<file path="config.mk">
export PLATFORM = sky130hd
export DESIGN_NAME = disp_pwr_seq
export DESIGN_NICKNAME = d
export VERILOG_FILES = /design/src/rtl/disp_seq_pkg.sv /design/src/rtl/dps_ctrl_reg.sv /design/src/rtl/dps_chan_ramp.sv /design/src/rtl/dps_clk_gate.sv /design/src/rtl/disp_pwr_seq.sv
export SDC_FILE = /design/constraint.sdc
export NUM_CORES = 1
export LEC_CHECK = 0
export BUFFER_PORTS_ARGS = -buffer_cell sky130_fd_sc_hd__buf_2
export CORE_ASPECT_RATIO = 0.8
export CORE_MARGIN = 4
export CORE_UTILIZATION = 35
export CTS_BUF_LIST = sky130_fd_sc_hd__clkbuf_16
export DETAILED_ROUTE_END_ITERATION = 10
export REMOVE_ABC_BUFFERS = 1
export SETUP_SLACK_MARGIN = 0.15
export SLEW_MARGIN = 20
export SYNTH_ARGS = -nofsm -noshare
export SYNTH_HDL_FRONTEND = slang
export SYNTH_HIERARCHICAL = 1
export SYNTH_SLANG_ARGS = --single-unit
</file>
<file path="constraint.sdc">
create_clock -name clk -period 1.7 [get_ports clk]
set_clock_uncertainty 0.05 [all_clocks]
set_input_delay 0.34 -clock clk [delete_from_list [all_inputs] [get_ports clk]]
set_output_delay 0.34 -clock clk [all_outputs]
set_load 0.02 [all_outputs]
</file>
<file path="src/rtl/disp_seq_pkg.sv">
package disp_seq_pkg;

    localparam int DATA_W = 9;
    localparam int ADDR_W = 2;
    localparam int NUM_CH = 2;

    localparam int BIT_RUN   = 0;
    localparam int BIT_EN0   = 1;
    localparam int BIT_EN1   = 2;
    localparam int BIT_BLEND = 3;
    localparam int BIT_RESET = 8;

    localparam logic [DATA_W-1:0] CTRL_KEEP = 9'h10F;

    typedef enum logic [ADDR_W-1:0] {
        RA_CTRL    = 2'd0,
        RA_CLKSTOP = 2'd1,
        RA_STATUS  = 2'd2
    } reg_addr_e;

    typedef enum logic [1:0] {
        PWR_OFF  = 2'd0,
        PWR_PART = 2'd1,
        PWR_ON   = 2'd3
    } pwr_st_e;

    typedef struct packed {
        logic              rst_req;
        logic              blend;
        logic [NUM_CH-1:0] en;
        logic              run;
    } ctrl_t;

    function automatic ctrl_t ctrl_unpack(logic [DATA_W-1:0] w);
        ctrl_t c;
        logic [DATA_W-1:0] m;
        m         = w & CTRL_KEEP;
        c.run     = m[BIT_RUN];
        c.en      = {m[BIT_EN1], m[BIT_EN0]};
        c.blend   = m[BIT_BLEND];
        c.rst_req = m[BIT_RESET];
        return c;
    endfunction

    function automatic logic [DATA_W-1:0] ctrl_pack(ctrl_t c);
        logic [DATA_W-1:0] w;
        w            = '0;
        w[BIT_RUN]   = c.run;
        w[BIT_EN0]   = c.en[0];
        w[BIT_EN1]   = c.en[1];
        w[BIT_BLEND] = c.blend;
        w[BIT_RESET] = c.rst_req;
        return w;
    endfunction

    function automatic pwr_st_e step_toward(pwr_st_e cur, logic up);
        case (cur)
            PWR_OFF:  return up ? PWR_PART : PWR_OFF;
            PWR_PART: return up ? PWR_ON   : PWR_OFF;
            default:  return up ? PWR_ON   : PWR_PART;
        endcase
    endfunction

endpackage

</file>
<file path="src/rtl/dps_ctrl_reg.sv">
module dps_ctrl_reg
    import disp_seq_pkg::*;
#(
    parameter int RST_CYC = 4
) (
    input  logic              clk,
    input  logic              rst,
    input  logic              wr_stb,
    input  logic [DATA_W-1:0] wr_data,
    output ctrl_t             ctrl,
    output logic              busy
);
    localparam int CW = $clog2(RST_CYC + 1);

    logic [CW-1:0] cnt;

    always_ff @(posedge clk) begin
        if (rst) begin
            ctrl <= '0;
            cnt  <= '0;
        end else if (ctrl.rst_req) begin
            if (cnt == '0) begin
                ctrl.rst_req <= 1'b0;
            end else begin
                cnt <= cnt - 1'b1;
            end
        end else if (wr_stb) begin
            if (wr_data[BIT_RESET]) begin
                ctrl         <= '0;
                ctrl.rst_req <= 1'b1;
                cnt          <= CW'(RST_CYC - 1);
            end else begin
                ctrl <= ctrl_unpack(wr_data);
            end
        end
    end

    assign busy = ctrl.rst_req;

endmodule

</file>
<file path="src/rtl/dps_chan_ramp.sv">
module dps_chan_ramp
    import disp_seq_pkg::*;
#(
    parameter int GAP_W = 4
) (
    input  logic             clk,
    input  logic             rst,
    input  logic             clr,
    input  logic             en,
    input  logic             run,
    input  logic [GAP_W-1:0] gap,
    output pwr_st_e          st
);
    pwr_st_e          tgt;
    pwr_st_e          tgt_q;
    logic [GAP_W-1:0] cnt;

    assign tgt = run ? PWR_ON : PWR_OFF;

    always_ff @(posedge clk) begin
        if (rst || clr) begin
            st    <= PWR_OFF;
            tgt_q <= PWR_OFF;
            cnt   <= '0;
        end else begin
            tgt_q <= tgt;
            if (tgt != tgt_q) begin
                cnt <= '0;
            end else if (en && (st != tgt)) begin
                if (cnt == gap) begin
                    st  <= step_toward(st, run);
                    cnt <= '0;
                end else begin
                    cnt <= cnt + 1'b1;
                end
            end else begin
                cnt <= '0;
            end
        end
    end

endmodule

</file>
<file path="src/rtl/dps_clk_gate.sv">
module dps_clk_gate #(
    parameter int RESTART_CYC = 5
) (
    input  logic clk,
    input  logic rst,
    input  logic wr_stb,
    input  logic halt,
    output logic clk_en
);
    localparam int CW = $clog2(RESTART_CYC + 1);

    logic          pend;
    logic [CW-1:0] cnt;

    always_ff @(posedge clk) begin
        if (rst) begin
            clk_en <= 1'b1;
            pend   <= 1'b0;
            cnt    <= '0;
        end else if (wr_stb) begin
            if (halt) begin
                clk_en <= 1'b0;
                pend   <= 1'b0;
            end else if (!clk_en && !pend) begin
                pend <= 1'b1;
                cnt  <= CW'(RESTART_CYC - 1);
            end
        end else if (pend) begin
            if (cnt == '0) begin
                clk_en <= 1'b1;
                pend   <= 1'b0;
            end else begin
                cnt <= cnt - 1'b1;
            end
        end
    end

endmodule

</file>
<file path="src/rtl/disp_pwr_seq.sv">
module disp_pwr_seq
    import disp_seq_pkg::*;
#(
    parameter int GAP_W       = 4,
    parameter int RST_CYC     = 4,
    parameter int RESTART_CYC = 5
) (
    input  logic              clk,
    input  logic              rst,
    input  logic              wr_en,
    input  logic [ADDR_W-1:0] wr_addr,
    input  logic [DATA_W-1:0] wr_data,
    input  logic [ADDR_W-1:0] rd_addr,
    output logic [DATA_W-1:0] rd_data,
    input  logic [GAP_W-1:0]  step_gap,
    output logic              dot_clk_en,
    output logic              src_blend,
    output logic [2*NUM_CH-1:0] chan_pwr_st
);
    ctrl_t ctrl;
    logic  rst_busy;
    logic  ctrl_stb;
    logic  clk_stb;

    assign ctrl_stb = wr_en && (reg_addr_e'(wr_addr) == RA_CTRL);
    assign clk_stb  = wr_en && (reg_addr_e'(wr_addr) == RA_CLKSTOP);

    dps_ctrl_reg #(.RST_CYC(RST_CYC)) u_ctrl (
        .clk     (clk),
        .rst     (rst),
        .wr_stb  (ctrl_stb),
        .wr_data (wr_data),
        .ctrl    (ctrl),
        .busy    (rst_busy)
    );

    dps_clk_gate #(.RESTART_CYC(RESTART_CYC)) u_clk (
        .clk    (clk),
        .rst    (rst),
        .wr_stb (clk_stb),
        .halt   (wr_data[0]),
        .clk_en (dot_clk_en)
    );

    for (genvar i = 0; i < NUM_CH; i++) begin : g_ch
        pwr_st_e st_i;
        dps_chan_ramp #(.GAP_W(GAP_W)) u_ramp (
            .clk (clk),
            .rst (rst),
            .clr (rst_busy),
            .en  (ctrl.en[i]),
            .run (ctrl.run),
            .gap (step_gap),
            .st  (st_i)
        );
        assign chan_pwr_st[2*i +: 2] = st_i;
    end

    assign src_blend = ctrl.blend;

    always_comb begin
        case (reg_addr_e'(rd_addr))
            RA_CTRL:    rd_data = ctrl_pack(ctrl);
            RA_CLKSTOP: rd_data = DATA_W'(!dot_clk_en);
            RA_STATUS:  rd_data = DATA_W'(chan_pwr_st);
            default:    rd_data = '0;
        endcase
    end

endmodule

</file>
* Word-level counts from Yosys, hierarchy flattened
Cells that the tools add are included.
Word-level totals: output and inout port bits 15, logic and storage cells 91, register bits 27
Operators by class: multiplexer cells 28, bitwise logic cells 4, eq/ne operators 16, reduce and logical (&&, ||, !) cells 26, add/subtract/negate cells 4
Operators by type and width (count):
- two-way mux 3 bit | 9
- one-hot mux 9 bit (3 select lines) | 1
- two-way mux 1 bit | 12
- AND reduction 3 bit | 4
- two-way mux 5 bit | 2
- adder 4 x 1 -> 4 bit, second input constant | 2
- == test 2 x 1 -> 1 bit, second input constant | 4
- == test 4 bit | 2
- zero test 2 bit | 4
- inequality test 2 bit, second input constant | 4
- one-hot mux 2 bit (2 select lines) | 2
- nonzero test 2 bit | 4
- OR reduction 4 bit | 2
- zero test 3 bit | 2
- inequality test 2 bit | 3
- subtractor 3 x 1 -> 3 bit, second input constant | 2
- logical AND 1 bit | 5
- two-way mux 2 bit | 2
- NOT 1 bit | 4
- AND reduction 4 bit | 1
- inequality test 3 x 2 -> 1 bit, second input constant | 1
- == test 2 bit, second input constant | 1
- zero test 1 bit | 2
- inequality test 2 x 1 -> 1 bit, second input constant | 1
- 2 further kinds | 2

* Longest topological paths before layout
depth after elaboration 5, gate-level depth with buffers 6, depth with buffers taken out 6

* Hierarchy
The synthesis kept the hierarchy.
By module, submodules not included:
- dps_chan_ramp | cells each 36, seq. area each 140.1 um^2, area an instance 331.6 um^2, times used 2
- dps_ctrl_reg | cells each 39, seq. area each 160.2 um^2, area an instance 367.9 um^2, times used 1
- dps_clk_gate | cells each 28, seq. area each 100.1 um^2, area an instance 265.3 um^2, times used 1
- disp_pwr_seq | cells each 18, seq. area each 0.0 um^2, area an instance 132.6 um^2, times used 1

* Least setup slack after synthesis
No wires, ideal clock.
path kind reg2out, from reg, netlist name u_ctrl/busy, to out rd_data[8], path buffers 1, slack 0.300 ns, cell stages (with the launch flop) 3, data arrival time 1.010 ns, path through dfxtp_1 buf_4 nor3b_1
On the way: word-level cells in the longest chain between the ends 1
RTL lines:
- one-hot mux 9 bit (3 select lines) | line disp_pwr_seq.sv:62 | case (reg_addr_e'(rd_addr))
- to (decl) | line disp_pwr_seq.sv:14 | output logic [DATA_W-1:0] rd_data,
No other way between the ends.

* Worst setup path after layout
from reg, netlist name u_ctrl/busy, to out rd_data[8]
On the way: word-level cells in the longest chain between the ends 1
RTL lines (line):
- one-hot mux 9 bit (3 select lines) | disp_pwr_seq.sv:62
No other way between the ends.

==> flow_summary.ini <==
[run_status]
status = completed

[timing]
slew_viol_final = 0
layout_min_cycle_time_ns = 1.474
fmax_mhz = 678.5
rsz0062_at_grt = yes
setup_viol = 0
fin_setup_tns_ns = 0
hold_viol = 0
post-route-period-util_pct = 86.70

[worst_setup_path]
cp-end-kind = output pin
required_ns = 1.31
crit_path_top_delay_cell = dfxtp_1
worstPathCellList = nor3b_2, buf_2
worstSetupPathType = reg2out
cp_max_fo = 7
crit_arrival_ns = 1.08
worstSetupStartpointType = register
reg2reg_from = u_ctrl/cnt[0]
critPathLaunch = u_ctrl/busy
cpPeakStageDelay_ns = 0.43

[floorplanning]
die_w_um = 79.44
rows = 20
dieHeight_um = 65.15
core_sq_mm = 0.003854
io_pins = 35
dieArea_sq_mm = 0.005175
start_util_pct = 37.08

[synthesis]
netlist_area_sq_mm = 0.001429
yosys.area.top_type = dfxtp_1
synthTopCellsByArea = dfxtp_1 (38%), xor2_1 (6.1%), mux2i_1 (5.6%), ha_1 (5.3%), nor2_1 (3.9%)
ys_seq_area_share_pct = 37.83
yosysTopAreaCellShare_pct = 37.83
ys_ff_latch = 27
synth_area_per_cell_sq_um = 9.101
synthCells = 157
yosysWarnings = 6
synth_cell_types = 39

[power_and_ir_drop]
vdd_drop_max_mv = 0.3334
power.density_mw_per_mm2 = 746.9
p_leak_nw = 0.7238

[global_route]
grt.overflow.total = 0
grt_usage_pct = 12.22
first_global_vias = 1167
grt_pass1_wl_um = 5112
grt_antenna_before_repair = 0
grt_start_max_net_pins = 18

[cells_and_area]
area_growth_pct = 17.86
nNetsFinal = 210
num_antenna_cells = 0
drive_above_1_share_pct = 22.95
final_util_pct = 43.70
design_area_sq_mm = 0.001684

[clock_network]
clk_pin_slew_ns = 0.06
clockBufferDepth = 2
clock-sinks = 27
cts_buffers = 3
cts_setup_buffers = 0
insertion_delay_ns = 0.25
ctsRootBufferMaster = clkbuf_16
cts_tree = done
htreeDepth = 1
holdBufCountCts = 0
cts_resized = 1

[placed_design]
routabilityCongestion = 0.8138
dp_hpwl_um = 2360
numPortBuffers = 26
dpl_cell_area_sq_mm = 0.001585

[routing]
route.detailed.drc = 0
wirelength_um = 2965
ant_nets = 0
wl_per_cell_um = 12.46
viasPerCell = 4.853
dr.pass1.iters = 4
drt-initial-drc-count = 78
vias = 1155

[hold_path]
holdCritPathClass = in2reg
worstHoldStart = wr_data[3]

[job]
drv_cap = 0
-- stage by stage --
step / total power, mW / std cells / hold slack (ns) / setup slack (ns)
2_1_floorplan: 0.7086 / 153 / 0.3562 / 0.3331
3_3_place_gp: 0.7493 / 234 / 0.4110 / 0.1804
3_5_place_dp: 0.7542 / 234 / 0.4141 / 0.1746
4_1_cts: 1.273 / 238 / 0.2992 / 0.1599
5_1_grt: 1.310 / 238 / 0.3128 / 0.1488
6_report: 1.258 / 238 / 0.3032 / 0.2262
-- power breakdown --
group | total, mW | internal [mW] | switching [mW]
Combinational | 0.0957 | 0.0371 | 0.0586
Sequential | 0.643 | 0.637 | 0.00602
Clock | 0.519 | 0.314 | 0.205
-- layout by cell type, fill, tap and decap left out, drive strengths merged, types with 2 or more instances in the layout --
master	instances
inv	10
nor4	2
nor2	16
o31ai	2
conb	4
or4	4
a21oi	6
nor3b	2
clkbuf	3
o21bai	2
buf	26
xor2	10
nand2	11
o22ai	3
and2	5
nand4	2
nand2b	4
xnor2	2
nand3b	4
nor3	2
and2b	2
nand3	4
and3b	2
ha	6
o21ai	6
mux2i	8
dfxtp	27
-- synth_stat cells, drive strengths merged --
cell and instances:
a21o 1, a21oi 6, a221oi 1, a31o 1, a31oi 1, and2 5
and2b 2, and3b 2, buf 7, conb 1, dfxtp 27, ha 6
inv 9, mux2i 8, nand2 11, nand2b 4, nand3 4, nand3b 4
nand4 2, nor2 16, nor2b 1, nor3 2, nor3b 2, nor4 2
o21ai 6, o21bai 2, o221a 1, o22ai 3, o31ai 2, o32ai 1
o41ai 1, or4 4, xnor2 2, xor2 10
-- path summary, 6_finish.rpt --
path / cells past startpoint / end / slack [ns]
setup / recovery: 2 / rd_data[8] / 0.23
setup reg to reg: 6 / u_ctrl/cnt[1] / 0.27
hold / removal: 3 / u_ctrl/ctrl[3] / 0.30
hold reg to reg: 2 / u_ctrl/ctrl[3] / 0.42
-- area by class of cell --
| type | count | area, sq um |
|---|---|---|
| clock buffer | 3 | 75.07 |
| clock inverter | 1 | 3.754 |
| fill | 380 | 2170 |
| inverter | 9 | 33.78 |
| multi-input combinational | 117 | 822.0 |
| sequential | 27 | 548.0 |
| tap | 55 | 68.82 |
| timing repair buffer | 26 | 132.6 |
-- routing by layer --
metal	wire [um]	vias up	global-route usage, %
li1	-	596	-
met2	1388	16	20.63
met5	0	-	0
met1	1460	541	15.82
met4	29	0	3.433
met3	86	2	2.466
-- worst max-delay path: cells and delay by family, from the launching register on --
family | cells | cell delay [ns]
and+or+nand+nor | 1 | 0.21
DFF | 1 | 0.43
buffers and inverters | 1 | 0.19
-- registers in the layout (all words and copies together), names as in the netlist --
| name | flops |
|---|---|
| g_ch.u_ramp/tgt_q | 2 |
| u_ctrl/cnt | 3 |
| u_clk/cnt | 3 |
| u_ctrl/busy | 1 |
| g_ch.u_ramp/st | 4 |
| u_clk/clk_en | 1 |
| g_ch.u_ramp/cnt | 8 |
| u_ctrl/ctrl | 4 |
| u_clk/pend | 1 |
-- logic make-up after synthesis --
logic type	after synthesis	synth area share (%)
AO/OA/AOI/OAI	26	13.31
XOR/XNOR	12	7.355
adder cells (fa/ha/maj)	6	5.254
buffers and inverters	16	6.129
flip-flops	27	37.83
multiplexers	8	5.604
other	1	0.2624
AND/OR/NAND/NOR	61	24.26
No activity file was read; power rests on OpenSTA's default activity.
